===== config.mk =====
export PLATFORM = sky130hd
export DESIGN_NAME = trig_pulse_gen
export DESIGN_NICKNAME = d
export VERILOG_FILES = /design/src/rtl/trig_pkg.sv /design/src/rtl/trig_timebase.sv /design/src/rtl/trig_regs.sv /design/src/rtl/trig_fsm.sv /design/src/rtl/trig_pulse_gen.sv
export SDC_FILE = /design/constraint.sdc
export NUM_CORES = 2
export LEC_CHECK = 0
export BUFFER_PORTS_ARGS = -buffer_cell sky130_fd_sc_hd__buf_2
export CORE_UTILIZATION = 45
export DETAILED_ROUTE_END_ITERATION = 16
export SYNTH_ARGS = -nofsm -noshare
export SYNTH_HDL_FRONTEND = slang
export SYNTH_SLANG_ARGS = --single-unit

===== constraint.sdc =====
create_clock -name clk -period 10.8 [get_ports clk]
set_input_delay 1.62 -clock clk [delete_from_list [all_inputs] [get_ports clk]]
set_output_delay 1.62 -clock clk [all_outputs]
set_load 0.01 [all_outputs]

===== src/rtl/trig_pkg.sv =====
package trig_pkg;
    typedef enum logic [2:0] {
        PAT_FALL    = 3'd0,
        PAT_RISE    = 3'd1,
        PAT_LOPULSE = 3'd2,
        PAT_HIPULSE = 3'd3,
        PAT_LOTRAIN = 3'd4,
        PAT_HITRAIN = 3'd5,
        PAT_LEVEL   = 3'd6,
        PAT_RSVD    = 3'd7
    } pattern_t;

    typedef enum logic [1:0] {
        ST_IDLE = 2'd0,
        ST_WAIT = 2'd1,
        ST_ON   = 2'd2
    } state_t;

    localparam int unsigned ADDR_CTRL  = 0;
    localparam int unsigned ADDR_STAT  = 1;
    localparam int unsigned ADDR_MODE  = 2;
    localparam int unsigned ADDR_TNS   = 3;
    localparam int unsigned ADDR_TSEC  = 4;
    localparam int unsigned ADDR_CYCW  = 5;
    localparam int unsigned ADDR_CCNT  = 6;
    localparam int unsigned ADDR_PW    = 7;
    localparam int unsigned ADDR_NOWNS = 8;
    localparam int unsigned ADDR_NOWS  = 9;
    localparam int unsigned ADDR_LVL   = 10;

    function automatic logic pat_is_pulse(pattern_t p);
        return (p == PAT_LOPULSE) || (p == PAT_HIPULSE) ||
               (p == PAT_LOTRAIN) || (p == PAT_HITRAIN);
    endfunction

    function automatic logic pat_is_train(pattern_t p);
        return (p == PAT_LOTRAIN) || (p == PAT_HITRAIN);
    endfunction

    function automatic logic pat_keeps_level(pattern_t p);
        return (p == PAT_LEVEL) || (p == PAT_RSVD);
    endfunction
endpackage


===== src/rtl/trig_timebase.sv =====
module trig_timebase #(
    parameter int unsigned TW         = 32,
    parameter int unsigned FW         = 64,
    parameter int unsigned STEP_NS    = 40,
    parameter int unsigned NS_PER_SEC = 1000000000
) (
    input  logic          clk,
    input  logic          rst_n,
    output logic [TW-1:0] now_sec,
    output logic [TW-1:0] now_ns,
    output logic [FW-1:0] now_flat
);
    logic [TW:0] ns_sum;

    assign ns_sum = {1'b0, now_ns} + (TW+1)'(STEP_NS);

    always_ff @(posedge clk or negedge rst_n) begin
        if (!rst_n) begin
            now_sec  <= '0;
            now_ns   <= '0;
            now_flat <= '0;
        end else begin
            now_flat <= now_flat + FW'(STEP_NS);
            if (ns_sum >= (TW+1)'(NS_PER_SEC)) begin
                now_ns  <= TW'(ns_sum - (TW+1)'(NS_PER_SEC));
                now_sec <= now_sec + 1'b1;
            end else begin
                now_ns  <= ns_sum[TW-1:0];
            end
        end
    end
endmodule


===== src/rtl/trig_regs.sv =====
module trig_regs
    import trig_pkg::*;
#(
    parameter int unsigned AW   = 4,
    parameter int unsigned TW   = 32,
    parameter int unsigned SELW = 4,
    parameter int unsigned CNTW = 16,
    parameter int unsigned PWW  = 24
) (
    input  logic            clk,
    input  logic            rst_n,
    input  logic            wr_en,
    input  logic [AW-1:0]   wr_addr,
    input  logic [TW-1:0]   wr_data,
    input  logic [AW-1:0]   rd_addr,
    output logic [TW-1:0]   rd_data,
    input  logic [TW-1:0]   now_sec,
    input  logic [TW-1:0]   now_ns,
    input  logic            active,
    input  logic            set_done,
    input  logic            set_err,
    output logic            arm_cmd,
    output logic            stop_cmd,
    output pattern_t        pattern,
    output logic            notify,
    output logic [SELW-1:0] sel,
    output logic [TW-1:0]   tgt_ns,
    output logic [TW-1:0]   tgt_sec,
    output logic [TW-1:0]   cyc_w,
    output logic [CNTW-1:0] cyc_cnt,
    output logic [PWW-1:0]  pw,
    output logic            lvl,
    output logic            done_f,
    output logic            err_f,
    output logic            irq_f
);
    logic wr_ctrl, wr_stat;

    assign wr_ctrl  = wr_en && (wr_addr == AW'(ADDR_CTRL));
    assign wr_stat  = wr_en && (wr_addr == AW'(ADDR_STAT));
    assign stop_cmd = wr_ctrl && wr_data[1];
    assign arm_cmd  = wr_ctrl && wr_data[0] && !wr_data[1];

    always_ff @(posedge clk or negedge rst_n) begin
        if (!rst_n) begin
            pattern <= PAT_FALL;
            notify  <= 1'b0;
            sel     <= '0;
            tgt_ns  <= '0;
            tgt_sec <= '0;
            cyc_w   <= '0;
            cyc_cnt <= '0;
            pw      <= '0;
            lvl     <= 1'b0;
        end else if (wr_en) begin
            unique case (wr_addr)
                AW'(ADDR_MODE): begin
                    pattern <= pattern_t'(wr_data[2:0]);
                    notify  <= wr_data[3];
                    sel     <= wr_data[4 +: SELW];
                end
                AW'(ADDR_TNS):  tgt_ns  <= wr_data;
                AW'(ADDR_TSEC): tgt_sec <= wr_data;
                AW'(ADDR_CYCW): cyc_w   <= wr_data;
                AW'(ADDR_CCNT): cyc_cnt <= wr_data[CNTW-1:0];
                AW'(ADDR_PW):   pw      <= wr_data[PWW-1:0];
                AW'(ADDR_LVL):  lvl     <= wr_data[0];
                default: ;
            endcase
        end
    end

    always_ff @(posedge clk or negedge rst_n) begin
        if (!rst_n) begin
            done_f <= 1'b0;
            err_f  <= 1'b0;
            irq_f  <= 1'b0;
        end else begin
            if (set_done)                    done_f <= 1'b1;
            else if (wr_stat && wr_data[0])  done_f <= 1'b0;
            if (set_err)                     err_f  <= 1'b1;
            else if (wr_stat && wr_data[1])  err_f  <= 1'b0;
            if (set_done && notify)          irq_f  <= 1'b1;
            else if (wr_stat && wr_data[2])  irq_f  <= 1'b0;
        end
    end

    always_comb begin
        unique case (rd_addr)
            AW'(ADDR_CTRL):  rd_data = TW'(active);
            AW'(ADDR_STAT):  rd_data = TW'({irq_f, err_f, done_f});
            AW'(ADDR_MODE):  rd_data = TW'({sel, notify, pattern});
            AW'(ADDR_TNS):   rd_data = tgt_ns;
            AW'(ADDR_TSEC):  rd_data = tgt_sec;
            AW'(ADDR_CYCW):  rd_data = cyc_w;
            AW'(ADDR_CCNT):  rd_data = TW'(cyc_cnt);
            AW'(ADDR_PW):    rd_data = TW'(pw);
            AW'(ADDR_NOWNS): rd_data = now_ns;
            AW'(ADDR_NOWS):  rd_data = now_sec;
            AW'(ADDR_LVL):   rd_data = TW'(lvl);
            default:         rd_data = '0;
        endcase
    end
endmodule


===== src/rtl/trig_fsm.sv =====
module trig_fsm
    import trig_pkg::*;
#(
    parameter int unsigned TW         = 32,
    parameter int unsigned FW         = 64,
    parameter int unsigned CNTW       = 16,
    parameter int unsigned PWW        = 24,
    parameter int unsigned STEP_NS    = 40,
    parameter int unsigned NS_PER_SEC = 1000000000
) (
    input  logic            clk,
    input  logic            rst_n,
    input  logic            arm_cmd,
    input  logic            stop_cmd,
    input  pattern_t        pattern,
    input  logic [TW-1:0]   tgt_sec,
    input  logic [TW-1:0]   tgt_ns,
    input  logic [TW-1:0]   cyc_w,
    input  logic [CNTW-1:0] cyc_cnt,
    input  logic [PWW-1:0]  pw,
    input  logic            lvl,
    input  logic [FW-1:0]   now_flat,
    output logic            level,
    output logic            active,
    output logic            set_done,
    output logic            set_err
);
    state_t state_q, state_d;

    logic [FW-1:0]   evt_q, end_q, tgt_flat, pw_ns, eff_ns, cyc_flat;
    logic [CNTW:0]   fired_q;
    logic            late, hit, end_hit, last_cycle, pulse_lvl, edge_lvl;

    assign tgt_flat   = FW'(tgt_sec) * FW'(NS_PER_SEC) + FW'(tgt_ns);
    assign late       = tgt_flat < now_flat;
    assign hit        = now_flat >= evt_q;
    assign end_hit    = now_flat >= end_q;
    assign pw_ns      = FW'({pw, 3'b000});
    assign cyc_flat   = FW'(cyc_w);
    assign pulse_lvl  = pattern[0];
    assign edge_lvl   = pat_keeps_level(pattern) ? lvl : pattern[0];
    assign last_cycle = (cyc_cnt != '0) && ((fired_q + 1'b1) == {1'b0, cyc_cnt});

    always_comb begin
        if (pat_is_train(pattern) && (pw_ns >= cyc_flat))
            eff_ns = (cyc_flat > FW'(STEP_NS)) ? cyc_flat - FW'(STEP_NS) : '0;
        else
            eff_ns = pw_ns;
    end

    always_comb begin
        state_d = state_q;
        if (stop_cmd) begin
            state_d = ST_IDLE;
        end else if (arm_cmd) begin
            state_d = late ? ST_IDLE : ST_WAIT;
        end else begin
            unique case (state_q)
                ST_IDLE: state_d = ST_IDLE;
                ST_WAIT: if (hit) state_d = pat_is_pulse(pattern) ? ST_ON : ST_IDLE;
                ST_ON:   if (end_hit)
                             state_d = (pat_is_train(pattern) && !last_cycle) ? ST_WAIT : ST_IDLE;
                default: state_d = ST_IDLE;
            endcase
        end
    end

    always_ff @(posedge clk or negedge rst_n) begin
        if (!rst_n) state_q <= ST_IDLE;
        else        state_q <= state_d;
    end

    always_ff @(posedge clk or negedge rst_n) begin
        if (!rst_n) begin
            level    <= 1'b0;
            active   <= 1'b0;
            set_done <= 1'b0;
            set_err  <= 1'b0;
            evt_q    <= '0;
            end_q    <= '0;
            fired_q  <= '0;
        end else begin
            set_done <= 1'b0;
            set_err  <= 1'b0;
            if (stop_cmd) begin
                active <= 1'b0;
            end else if (arm_cmd) begin
                fired_q <= '0;
                if (late) begin
                    set_err <= 1'b1;
                    active  <= 1'b0;
                end else begin
                    active <= 1'b1;
                    evt_q  <= tgt_flat;
                    if (!pat_keeps_level(pattern)) level <= ~pattern[0];
                end
            end else begin
                unique case (state_q)
                    ST_IDLE: ;
                    ST_WAIT: if (hit) begin
                        if (pat_is_pulse(pattern)) begin
                            level <= pulse_lvl;
                            end_q <= evt_q + eff_ns;
                        end else begin
                            level    <= edge_lvl;
                            active   <= 1'b0;
                            set_done <= 1'b1;
                        end
                    end
                    ST_ON: if (end_hit) begin
                        level <= ~pulse_lvl;
                        if (pat_is_train(pattern) && !last_cycle) begin
                            fired_q <= fired_q + 1'b1;
                            evt_q   <= evt_q + cyc_flat;
                        end else begin
                            active   <= 1'b0;
                            set_done <= 1'b1;
                        end
                    end
                    default: ;
                endcase
            end
        end
    end
endmodule


===== src/rtl/trig_pulse_gen.sv =====
module trig_pulse_gen
    import trig_pkg::*;
#(
    parameter int unsigned AW         = 4,
    parameter int unsigned TW         = 32,
    parameter int unsigned SELW       = 4,
    parameter int unsigned CNTW       = 16,
    parameter int unsigned PWW        = 24,
    parameter int unsigned STEP_NS    = 40,
    parameter int unsigned NS_PER_SEC = 1000000000
) (
    input  logic                 clk,
    input  logic                 rst_n,
    input  logic                 wr_en,
    input  logic [AW-1:0]        wr_addr,
    input  logic [TW-1:0]        wr_data,
    input  logic [AW-1:0]        rd_addr,
    output logic [TW-1:0]        rd_data,
    output logic [(1<<SELW)-1:0] gpo,
    output logic                 irq
);
    localparam int unsigned NOUT = 1 << SELW;
    localparam int unsigned FW   = 2 * TW;

    logic [TW-1:0]   now_sec, now_ns, tgt_ns, tgt_sec, cyc_w;
    logic [FW-1:0]   now_flat;
    logic [CNTW-1:0] cyc_cnt;
    logic [PWW-1:0]  pw;
    logic [SELW-1:0] sel;
    pattern_t        pattern;
    logic            notify, lvl, level, active, set_done, set_err;
    logic            arm_cmd, stop_cmd, done_f, err_f, irq_f;

    trig_timebase #(.TW(TW), .FW(FW), .STEP_NS(STEP_NS), .NS_PER_SEC(NS_PER_SEC)) u_tb (
        .clk(clk), .rst_n(rst_n), .now_sec(now_sec), .now_ns(now_ns), .now_flat(now_flat)
    );

    trig_regs #(.AW(AW), .TW(TW), .SELW(SELW), .CNTW(CNTW), .PWW(PWW)) u_regs (
        .clk(clk), .rst_n(rst_n), .wr_en(wr_en), .wr_addr(wr_addr), .wr_data(wr_data),
        .rd_addr(rd_addr), .rd_data(rd_data), .now_sec(now_sec), .now_ns(now_ns),
        .active(active), .set_done(set_done), .set_err(set_err),
        .arm_cmd(arm_cmd), .stop_cmd(stop_cmd), .pattern(pattern), .notify(notify),
        .sel(sel), .tgt_ns(tgt_ns), .tgt_sec(tgt_sec), .cyc_w(cyc_w), .cyc_cnt(cyc_cnt),
        .pw(pw), .lvl(lvl), .done_f(done_f), .err_f(err_f), .irq_f(irq_f)
    );

    trig_fsm #(.TW(TW), .FW(FW), .CNTW(CNTW), .PWW(PWW), .STEP_NS(STEP_NS),
               .NS_PER_SEC(NS_PER_SEC)) u_fsm (
        .clk(clk), .rst_n(rst_n), .arm_cmd(arm_cmd), .stop_cmd(stop_cmd),
        .pattern(pattern), .tgt_sec(tgt_sec), .tgt_ns(tgt_ns), .cyc_w(cyc_w),
        .cyc_cnt(cyc_cnt), .pw(pw), .lvl(lvl), .now_flat(now_flat),
        .level(level), .active(active), .set_done(set_done), .set_err(set_err)
    );

    for (genvar i = 0; i < NOUT; i++) begin : g_out
        assign gpo[i] = (sel == SELW'(i)) && level;
    end

    assign irq = irq_f;
endmodule


==> metrics.txt <==
MaxCap Viol Count 0; drt pass-1 iters 7; final slew viol count 0; clock skew 0.05414 ns; fmax 97.00 MHz; status complete, no violations; initial core utilization 45.47%; library cells used by synthesis 90; FFs w/ async S/R, synth 100.0%; gr usage total 28.09%; Post-Place Cells 6574; area leader, netlist dfrtp_1; Total Wirelength 146900 µm; synthesized cell area 46330 µm²; root buffer cell clkbuf_16; final hold viol count 0; Post-Syn Instances 5206; critical path type flop to flop; post-route cell area 50780 µm²; Port Buf Inserts 91; global-route wire length before repair 223700 µm; # hold bufs at CTS 0; Multi-input gate area 32630 µm²; layout cell share with drive strength beyond 1 9.522%; Row Count 117; vias 38520; antenna-violating nets left 0; Core Region 101900 µm²; Core Util, Final 49.84%; register area share after synthesis 22.74%; initial DRC count 3527; dpl ws 0.003042 ns; total grt overflow 0; Avg Cell Area, Syn 8.899 µm²; Synth top area share 22.74%; CP Max Fanout 12; minimum clock period 10.31 ns; worst slew pin tran 1.252 ns; Die Y 322.9 µm; Num CTS Buffers 53; top cells by count, synth 722 x inv_1, 599 x ha_1, 421 x dfrtp_1, 392 x nand2_1, 315 x fa_1; Ys Warns 0; Worst Hold Class flop to flop; max_slew headroom 14.37%; vias in the first global route 36770; # setup viols final 0; hpwl dp 120800 µm; filler instances 9788; register area 10540 µm²; TritonCTS clock tree done; CP arrival 10.82 ns; Synth-to-Final Area Change 9.606%; Startpoint Class flop; Setup WS post-layout 0.4908 ns; H-Tree Depth 2; clock latency on the worst-skew pair 0.68 ns; GP Congestion 0.9924; Critical Path RT 11.31 ns; placed instance area 48580 µm²; Sink Count 421; crit path max-delay cell type fa_1; Via density 5.764; Die ar. 104200 µm²; chip width 322.9 µm; Worst path max stage delay 0.53 ns; Clk pin slew, worst setup/hold paths 0.07 ns; most common cell in the netlist inv_1; Layout Nets 6226; Non-Filler Instances 6683; pin count of the biggest net entering global routing 160; main area contributors after synthesis dfrtp_1 23%, ha_1 16%, fa_1 14%; io pins 92; Post-synth EDFFs 0; top_reg_cell synth dfrtp_1; fin crit share 95.46%; CP endpoint kind flop; CTS Buffer Depth 3; WL/cell 21.98 µm; DRC 0; initial antenna violation count 3; FF+latch count, synth 421
==> kinds of logic after synthesis <==
logic type | after synthesis | synth area share [%]
muxes | 137 | 3.330
DFF | 421 | 22.74
adders and majority gates | 914 | 29.79
other | 1 | 0.008094
and+or+nand+nor | 1293 | 13.51
xor gates and xnor gates | 358 | 6.768
buffers and inverters | 900 | 7.340
AOI/OAI and AO/OA | 1182 | 16.51
==> flip-flops by register name, indices dropped and copies added, names as in the netlist, 2 cells and up <==
signal,cells
u_fsm.end_q,64
u_fsm.evt_q,64
u_tb.now_flat,61
u_regs.cyc_w,32
u_regs.tgt_ns,32
u_regs.tgt_sec,32
u_tb.now_sec,32
u_tb.now_ns,29
u_regs.pw,24
u_fsm.fired_q,17
u_regs.cyc_cnt,16
u_regs.sel,4
u_regs.pattern,3
u_fsm.state_q,2
==> cells in the final DEF, fill, tap and decap left out, drive strengths merged, types with 61 or more instances in the layout <==
master  count
nor2      269
o21ai     315
clkbuf     63
a21o      149
nand2     392
a21oi     279
nand3     153
mux2      127
buf       184
xnor2     263
a211oi     61
ha        599
nand4     103
nor3      102
dfrtp     421
fa        315
xor2       95
inv       726
==> what timing repair did <==
action,CTS,global route
setup endpoints to repair,23,68
pin swaps,1,10
gates resized for setup,3,47
buffers inserted,0,8
==> area by class of cell <==
| cell class | count | share of cell area, % |
|---|---|---|
| Timing Repair Buffer | 184 | 2.397 |
| Antenna cell | 1 | 0.004928 |
| Sequential cell | 421 | 20.75 |
| Clock buffer | 63 | 2.804 |
| Inverter | 722 | 5.337 |
| Multi-Input combinational cell | 3887 | 64.26 |
| Tap cell | 1368 | 3.371 |
| Clock inverter | 37 | 1.074 |
==> layer usage <==
| layer | wire length [µm] | track usage (%) | up-vias |
|---|---|---|---|
| li1 | - | - | 18250 |
| met4 | 3009 | 6.045 | 4 |
| met2 | 62440 | 41.45 | 1308 |
| met3 | 11410 | 4.652 | 185 |
| met5 | 18 | 0 | - |
| met1 | 69980 | 42.71 | 18780 |
==> critical path, delay by kind of cell (launching register included) <==
| family | cells | cell delay, ns |
|---|---|---|
| AO/OA/AOI/OAI | 11 | 2.26 |
| XOR/XNOR | 2 | 0.51 |
| adder cells (fa/ha/maj) | 9 | 3.53 |
| buffers and inverters | 8 | 0.88 |
| flip-flops | 1 | 0.45 |
| AND/OR/NAND/NOR | 14 | 2.47 |
==> per-stage QoR <==
step	hold slack, ns	setup TNS (ns)
6_report	0.4680	0
4_1_cts	0.4709	0
5_1_grt	0.4903	-0.03273
3_5_place_dp	0.4395	0
3_3_place_gp	0.4471	0
2_1_floorplan	0.4044	0
==> worst paths after layout <==
kind,start,endpoint,slack [ns],cells past startpoint
max in group asynchronous,rst_n,u_regs.tgt_ns[29]$_DFFE_PN0P_,7.67,3
min reg2reg,u_fsm.set_err$_DFF_PN0_,u_regs.err_f$_DFFE_PN0P_,0.47,1
min,u_fsm.set_err$_DFF_PN0_,u_regs.err_f$_DFFE_PN0P_,0.47,1
max,u_regs.tgt_sec[12]$_DFFE_PN0P_,u_fsm.evt_q[57]$_DFFE_PN0P_,0.49,44
min in group asynchronous,rst_n,u_fsm.fired_q[16]$_DFFE_PN0P_,0.93,1
max reg2reg,u_regs.tgt_sec[12]$_DFFE_PN0P_,u_fsm.evt_q[57]$_DFFE_PN0P_,0.49,44
Power is not shown: default switching activity piles up to over one toggle a cycle in this logic, so the estimate is an artifact.
